--- config.mk ---
export PLATFORM = sky130hd
export DESIGN_NAME = irq_cause_agg
export DESIGN_NICKNAME = d
export VERILOG_FILES = /design/src/rtl/irqagg_pkg.sv /design/src/rtl/irqagg_edge.sv /design/src/rtl/irqagg_regs.sv /design/src/rtl/irqagg_prio.sv /design/src/rtl/irq_cause_agg.sv
export SDC_FILE = /design/constraint.sdc
export NUM_CORES = 1
export LEC_CHECK = 0
export CAP_MARGIN = 20
export CORE_MARGIN = 8
export CORE_UTILIZATION = 58
export CTS_BUF_LIST = sky130_fd_sc_hd__clkbuf_8
export CTS_CLUSTER_SIZE = 10
export DETAILED_ROUTE_END_ITERATION = 16
export DONT_BUFFER_PORTS = 1
export MAX_ROUTING_LAYER = met4
export PLACE_DENSITY = 0.76
export SLEW_MARGIN = 20
export SYNTH_ARGS = -nofsm -noshare
export SYNTH_HDL_FRONTEND = slang
export SYNTH_SLANG_ARGS = --single-unit
export TNS_END_PERCENT = 50
--- constraint.sdc ---
create_clock -name clk -period 1.2 [get_ports clk]
set_clock_uncertainty 0.2 [all_clocks]
set_input_delay 0.24 -clock clk [delete_from_list [all_inputs] [get_ports clk]]
set_output_delay 0.24 -clock clk [all_outputs]
set_load 0.1 [all_outputs]
--- src/rtl/irqagg_pkg.sv ---
package irqagg_pkg;
  localparam int unsigned SRC_CNT   = 7;
  localparam int unsigned ADDR_W    = 8;
  localparam int unsigned DATA_W    = 32;
  localparam logic [7:0]  CAUSE_OFS = 8'h50;
  localparam logic [7:0]  ENA_OFS   = 8'h54;

  typedef enum logic [1:0] {
    SEL_NONE  = 2'd0,
    SEL_CAUSE = 2'd1,
    SEL_ENA   = 2'd2
  } reg_sel_e;
endpackage

--- src/rtl/irqagg_edge.sv ---
module irqagg_edge #(
  parameter int unsigned N = 7
) (
  input  logic         clk,
  input  logic         rst_n,
  input  logic [N-1:0] lvl_i,
  output logic [N-1:0] rise_o
);
  logic [N-1:0] prev_q;

  for (genvar g = 0; g < N; g++) begin : g_bit
    always_ff @(posedge clk or negedge rst_n) begin
      if (!rst_n) prev_q[g] <= 1'b0;
      else        prev_q[g] <= lvl_i[g];
    end
    assign rise_o[g] = lvl_i[g] & ~prev_q[g];
  end

  // an edge pulse never repeats on the following cycle
  a_r2_single_pulse: assert property (@(posedge clk) disable iff (!rst_n)
    (rise_o != '0) |=> ((rise_o & $past(rise_o)) == '0));
endmodule

--- src/rtl/irqagg_regs.sv ---
module irqagg_regs
  import irqagg_pkg::*;
#(
  parameter int unsigned N      = SRC_CNT,
  parameter int unsigned AW     = ADDR_W,
  parameter int unsigned DW     = DATA_W,
  parameter logic [AW-1:0] C_OFS = AW'(CAUSE_OFS),
  parameter logic [AW-1:0] E_OFS = AW'(ENA_OFS)
) (
  input  logic          clk,
  input  logic          rst_n,
  input  logic [N-1:0]  rise_i,
  input  logic          wr_i,
  input  logic [AW-1:0] addr_i,
  input  logic [N-1:0]  wdata_i,
  output logic [DW-1:0] rdata_o,
  output logic [N-1:0]  cause_o,
  output logic [N-1:0]  ena_o
);
  localparam int unsigned PAD_W = DW - N;

  reg_sel_e     sel;
  logic [N-1:0] cause_q, cause_d;
  logic [N-1:0] ena_q,   ena_d;

  always_comb begin
    if (addr_i == C_OFS)      sel = SEL_CAUSE;
    else if (addr_i == E_OFS) sel = SEL_ENA;
    else                      sel = SEL_NONE;
  end

  // Software write first, then hardware edges OR in on top (edges win).
  always_comb begin
    cause_d = cause_q;
    ena_d   = ena_q;
    if (wr_i && sel == SEL_CAUSE) cause_d = wdata_i;
    if (wr_i && sel == SEL_ENA)   ena_d   = wdata_i;
    cause_d = cause_d | rise_i;
  end

  always_ff @(posedge clk or negedge rst_n) begin
    if (!rst_n) begin
      cause_q <= '0;
      ena_q   <= '0;
    end else begin
      cause_q <= cause_d;
      ena_q   <= ena_d;
    end
  end

  always_comb begin
    unique case (sel)
      SEL_CAUSE: rdata_o = {{PAD_W{1'b0}}, cause_q};
      SEL_ENA:   rdata_o = {{PAD_W{1'b0}}, ena_q};
      default:   rdata_o = '0;
    endcase
  end

  assign cause_o = cause_q;
  assign ena_o   = ena_q;

  // every edge pulse lands in the cause register
  a_r2_edge_sets: assert property (@(posedge clk) disable iff (!rst_n)
    (rise_i != '0) |=> ((cause_q & $past(rise_i)) == $past(rise_i)));
  // without a cause write no bit falls
  a_r2_sticky: assert property (@(posedge clk) disable iff (!rst_n)
    !(wr_i && addr_i == C_OFS) |=> ((cause_q & $past(cause_q)) == $past(cause_q)));
  // a cause write with no edges takes the written value
  a_r3_write_takes: assert property (@(posedge clk) disable iff (!rst_n)
    (wr_i && addr_i == C_OFS && rise_i == '0) |=> (cause_q == $past(wdata_i)));
  // an enable write takes the written value
  a_r4_ena_write: assert property (@(posedge clk) disable iff (!rst_n)
    (wr_i && addr_i == E_OFS) |=> (ena_q == $past(wdata_i)));
  // the enable register does not move without its own write
  a_r8_ena_hold: assert property (@(posedge clk) disable iff (!rst_n)
    !(wr_i && addr_i == E_OFS) |=> $stable(ena_q));
endmodule

--- src/rtl/irqagg_prio.sv ---
module irqagg_prio #(
  parameter int unsigned N  = 7,
  parameter int unsigned IW = (N > 1) ? $clog2(N) : 1
) (
  input  logic [N-1:0]  pend_i,
  output logic          valid_o,
  output logic [IW-1:0] idx_o
);
  // Ascending scan: the last set bit seen is the most significant one.
  always_comb begin
    idx_o = '0;
    for (int i = 0; i < N; i++) begin
      if (pend_i[i]) idx_o = IW'(i);
    end
  end

  assign valid_o = |pend_i;

  // the reported index is pending and nothing above it is
  always_comb begin
    if (valid_o) begin
      a_r7_idx_set: assert (((pend_i >> idx_o) & N'(1)) == N'(1));
      a_r7_idx_top: assert ((pend_i >> idx_o) == N'(1));
    end
  end
endmodule

--- src/rtl/irq_cause_agg.sv ---
module irq_cause_agg
  import irqagg_pkg::*;
#(
  parameter int unsigned NUM_SRC = SRC_CNT,
  parameter int unsigned AW      = ADDR_W,
  parameter int unsigned DW      = DATA_W,
  parameter int unsigned IW      = (NUM_SRC > 1) ? $clog2(NUM_SRC) : 1
) (
  input  logic               clk,
  input  logic               rst_n,
  input  logic [NUM_SRC-1:0] evt_i,
  input  logic               bus_wr_i,
  input  logic [AW-1:0]      bus_addr_i,
  input  logic [DW-1:0]      bus_wdata_i,
  output logic [DW-1:0]      bus_rdata_o,
  output logic               irq_o,
  output logic               hp_valid_o,
  output logic [IW-1:0]      hp_idx_o
);
  logic [NUM_SRC-1:0] rise, cause, ena, pend;
  logic               unused_wdata_hi;

  assign unused_wdata_hi = ^bus_wdata_i[DW-1:NUM_SRC];

  irqagg_edge #(.N(NUM_SRC)) edge_i (
    .clk(clk), .rst_n(rst_n), .lvl_i(evt_i), .rise_o(rise));

  irqagg_regs #(.N(NUM_SRC), .AW(AW), .DW(DW)) regs_i (
    .clk(clk), .rst_n(rst_n), .rise_i(rise), .wr_i(bus_wr_i),
    .addr_i(bus_addr_i), .wdata_i(bus_wdata_i[NUM_SRC-1:0]),
    .rdata_o(bus_rdata_o), .cause_o(cause), .ena_o(ena));

  assign pend  = cause & ena;
  assign irq_o = |pend;

  irqagg_prio #(.N(NUM_SRC), .IW(IW)) prio_i (
    .pend_i(pend), .valid_o(hp_valid_o), .idx_o(hp_idx_o));

  // summary line and valid flag come from separate logic and must agree
  a_r5_irq_valid: assert property (@(posedge clk) disable iff (!rst_n)
    irq_o == hp_valid_o);
  // an edge during a clearing cause write still leaves its bit set
  a_r6_edge_wins: assert property (@(posedge clk) disable iff (!rst_n)
    (bus_wr_i && rise != '0) |=> ((cause & $past(rise)) == $past(rise)));
  // no pending index while nothing is pending
  a_r1_idx_idle: assert property (@(posedge clk) disable iff (!rst_n)
    !hp_valid_o |-> hp_idx_o == '0);
endmodule

==> results of run 1 <==
-- cell families after synthesis --
| group | after synthesis | synth area share, % |
|---|---|---|
| flops | 21 | 43.0 |
| other cells | 1 | 0.307 |
| mux | 14 | 12.2 |
| compound gates | 12 | 5.94 |
| buf+inv | 28 | 17.3 |
| simple gates | 42 | 21.2 |
-- metrics by stage --
| step | setup WS (ns) | std cells | hold slack, ns | setup TNS, ns |
|---|---|---|---|---|
| after detailed placement | -0.486 | 171 | -0.255 | -9.09 |
| after floorplan | -1.35 | 142 | -0.256 | -11.81 |
| after global placement | -0.358 | 171 | -0.255 | -7.99 |
==> impl_metrics.json, run 1 <==
{
  "die_h_um": 61.9,
  "clockBufferDepth": 2,
  "hold_buffers": 15,
  "netlist.area_leader.share_pct": 43.0,
  "tool.error": "[ERROR DPL-0038] Utilization greater than 100%, impossible to legalize",
  "cts_buffers": 3,
  "synth_edf_count": 0,
  "io_pins": 87,
  "cts-resized-gates": 32,
  "ys_async_sr_fraction_pct": 100,
  "syn_area_mm2": 0.00122,
  "fp.dieW_um": 61.9,
  "port_buffers": 0,
  "netlist_top_cells_area": "dfrtp_1 (43%), buf_4 (16%), mux2_2 (6.5%), mux2i_1 (5.7%), nor2_1 (4.3%)",
  "synth_cell_type_count": 23,
  "syn_inst": 118,
  "gp_congestion": 0.817,
  "avgSynthCellArea_um2": 10.3,
  "cts.sinks": 21,
  "synth_ff_type": "dfrtp_1",
  "place_hpwl_um": 2490,
  "start_util_pct": 61.6,
  "place_area_mm2": 0.00158,
  "synthTopCellsByCount": "buf_4 (26), dfrtp_1 (21), nor2_1 (14)",
  "haltStage": "clock tree synthesis",
  "ys_ff_latch": 21,
  "synth_most_common_cell": "buf_4",
  "yosys_warnings": 0,
  "ys_seq_area_share_pct": 43.0,
  "postCtsSetupBuffers": 9,
  "status": "aborted with a tool error",
  "htreeDepth": 1,
  "cts-root-buf": "clkbuf_8",
  "yosysTopAreaCell": "dfrtp_1",
  "rows": 16
}
==> run 2: changes to the inputs <==
CORE_AREA = 8 8 69 71   (was not set)
CORE_MARGIN = not set   (was 8)
CORE_UTILIZATION = not set   (was 58)
CTS_BUF_LIST = not set   (was sky130_fd_sc_hd__clkbuf_8)
CTS_CLUSTER_SIZE = not set   (was 10)
DIE_AREA = 0 0 77 79   (was not set)
MAX_ROUTING_LAYER = not set   (was met4)
PLACE_DENSITY = not set   (was 0.76)
PLACE_DENSITY_LB_ADDON = 0.15   (was not set)
clock period = 1.6 ns   (was 1.2 ns; I/O delays follow)
==> impl_metrics.json, run 2 <==
{
  "final_cell_area_mm2": 0.00186,
  "r2r-end": "regs_i.cause_o[2]",
  "ir_drop_uv": 951,
  "synth-compound-area-share_pct": 5.94,
  "grt_use_met2_pct": 17.4,
  "p_leak_nw": 0.838,
  "vias_per_cell": 4.30,
  "antenna_found_initial": 0,
  "fmax_mhz": 525,
  "reg2reg_depth": 4,
  "cp.required_ns": 1.08,
  "grt_pass1_wl_um": 4990,
  "clockBufferDepth": 2,
  "register_area_um2": 526,
  "crit_start": "regs_i.cause_o[1]",
  "final_cell_mix": "conb_1 (25), dfrtp_1 (21), buf_4 (19)",
  "slowest_delay_ns": 0.40,
  "cts_buffers": 3,
  "place_area_mm2": 0.00159,
  "finalWorstSetupSlack_ns": -0.305,
  "cts.sinks": 21,
  "synth_ff_type": "dfrtp_1",
  "place_hpwl_um": 2330,
  "drive_gt1_share_pct": 44.2,
  "area_delta_synth_final_pct": 52.0,
  "period_share_pct": 119,
  "synthTopCellsByCount": "buf_4 (26), dfrtp_1 (21), nor2_1 (14)",
  "port_buffers": 0,
  "core_area_mm2": 0.00380,
  "cts-root-buf": "clkbuf_8",
  "finalSetupViolations": 12,
  "p_int_mw": 0.920,
  "syn_area_mm2": 0.00122,
  "num-fill-cells": 354,
  "multiInputGateArea_um2": 691,
  "fp.dieW_um": 77,
  "start_util_pct": 32.1,
  "synthSimpleGateAreaFrac_pct": 21.2,
  "min_delay_path_depth": 1,
  "die_h_um": 79,
  "synth-xor-area-share_pct": 0,
  "syn_inst": 118,
  "synth_most_common_cell": "buf_4",
  "fin_total_pwr_mw": 1.62,
  "status": "finished with violations",
  "hp-class": "in2reg",
  "final_antenna_net_count": 0,
  "path_class": "reg2out",
  "clockPowerShare_pct": 21.0,
  "netlist.area_leader.share_pct": 43.0,
  "ys_async_sr_fraction_pct": 100,
  "rrSetupSlack_ns": 0.45,
  "path_cells": "buf_6, a32o_2, nand2_2, a21boi_2, buf_12",
  "synth_edf_count": 0,
  "ys_ff_latch": 21,
  "dr.pass1.iters": 2,
  "layout.nets": 214,
  "clk_pin_slew_ns": 0.08,
  "route.detailed.drc": 0,
  "cts_tree": "yes",
  "grt_use_total_pct": 10.0,
  "cp-start-kind": "flip-flop",
  "avgSynthCellArea_um2": 10.3,
  "final_common_cell": "conb_1",
  "drt_iter0_drc": 12,
  "io_pins": 87,
  "synth_cell_type_count": 23,
  "powerDensity_mw_per_mm2": 875,
  "grt_max_degree": 22,
  "seqPwrFrac_pct": 34.3,
  "slew_viol_final": 0,
  "grt_pass1_vias": 1050,
  "r2r-start": "regs_i.cause_o[2]",
  "share_comb_of_total_power_pct": 44.7,
  "crit_path_end_kind": "output pin",
  "grt_busiest_layer": "met2",
  "hold_start": "bus_wdata_i[0]",
  "rows": 23,
  "slowest_stage": "dfrtp_1",
  "diodes": 0,
  "endpoint": "hp_idx_o[0]",
  "netlist_top_cells_area": "dfrtp_1 (43%), buf_4 (16%), mux2_2 (6.5%), mux2i_1 (5.7%), nor2_1 (4.3%)",
  "arrival_ns": 1.39,
  "ys_seq_area_share_pct": 43.0,
  "dieArea_mm2": 0.00608,
  "period_minus_slack_ns": 1.91,
  "rsz0062_at_grt": "yes",
  "yosysTopAreaCell": "dfrtp_1",
  "switching_share_pct": 43.3,
  "yosys_warnings": 0,
  "synthAdderAreaFrac_pct": 0,
  "cap_violations": 0,
  "critPathMaxFanout": 3,
  "violations": "setup timing",
  "p_sw_mw": 0.704,
  "wl_per_cell_um": 13.9,
  "grt_util_met1_pct": 10.3,
  "vias": 916,
  "gr-total-overflow": 0,
  "clock_latency_ns": 0.25,
  "grt_use_met3_pct": 5.64,
  "gp_congestion": 0.717,
  "hold_viol": 0,
  "synthMuxAreaShare_pct": 12.2,
  "wirelength_um": 2970,
  "htreeDepth": 1,
  "synth_top_family_by_area": "simple AND/OR/NAND/NOR gates"
}
[run 2: cell counts after synthesis]
No cell type changed its count.
[run 2: cell families after synthesis]
family / Yosys count
AO/OA/AOI/OAI: 12
other: 1
AND/OR/NAND/NOR: 42
flip-flops: 21
multiplexers: 14
buffers and inverters: 28
[run 2: repair_timing]
| item | CTS | global route |
|---|---|---|
| buffers inserted | 4 | 3 |
| hold buffers | 8 | 1 |
| hold endpoints to repair | 28 | 21 |
| endpoints found under the setup margin | 12 | 12 |
| pin swaps | 4 | 3 |
| resized for setup | 13 | 8 |
[run 2: how the worst min path moves through the flow]
stage / end
after floorplan: edge_i.prev_q[0]
final: regs_i.ena_o[0]
after CTS: regs_i.ena_o[0]
after global routing: regs_i.ena_o[0]
after detailed placement: edge_i.prev_q[1]
after global placement: edge_i.prev_q[1]
[run 2: final cells by class]
type	instances	area share (%)
multi-input combinational	93	37.2
timing repair buffer	45	28.6
sequential	21	28.3
tap	50	3.37
clock buffer	3	2.22
clock inverter	1	0.270
[run 2: stage by stage]
stage	setup WS [ns]	instances	utilization, %	setup TNS (ns)	hold WS (ns)
finish	-0.305	213	48.9	-1.98	0.0132
global placement	-0.103	195	42.0	-1.47	-0.175
detailed placement	-0.104	195	42.0	-1.87	-0.175
global route	-0.379	213	48.9	-2.70	0.00575
floorplan	-1.03	142	-	-8.22	-0.176
CTS	-0.312	210	47.7	-2.00	0.00904
[run 2: critical path: cells and delay by family, from the launching register on]
family / cells / cell delay [ns]
compound gates: 2 / 0.36
buf+inv: 2 / 0.31
flops: 1 / 0.40
simple gates: 1 / 0.06
[run 2: layer usage]
layer	vias up	part of all wire [%]
li1	438	-
met5	-	0
met3	2	12
met2	43	50
met1	433	37
met4	0	0.54
[run 2: power by group through the flow]
stage / clock network (mW) / logic, mW / registers (mW)
2_1_floorplan: 0 / 0.568 / 0.567
3_3_place_gp: 0 / 0.645 / 0.567
3_5_place_dp: 0 / 0.647 / 0.568
4_1_cts: 0.349 / 0.719 / 0.557
5_1_grt: 0.374 / 0.749 / 0.560
6_report: 0.342 / 0.725 / 0.558
(Power assumes the default switching activity.)
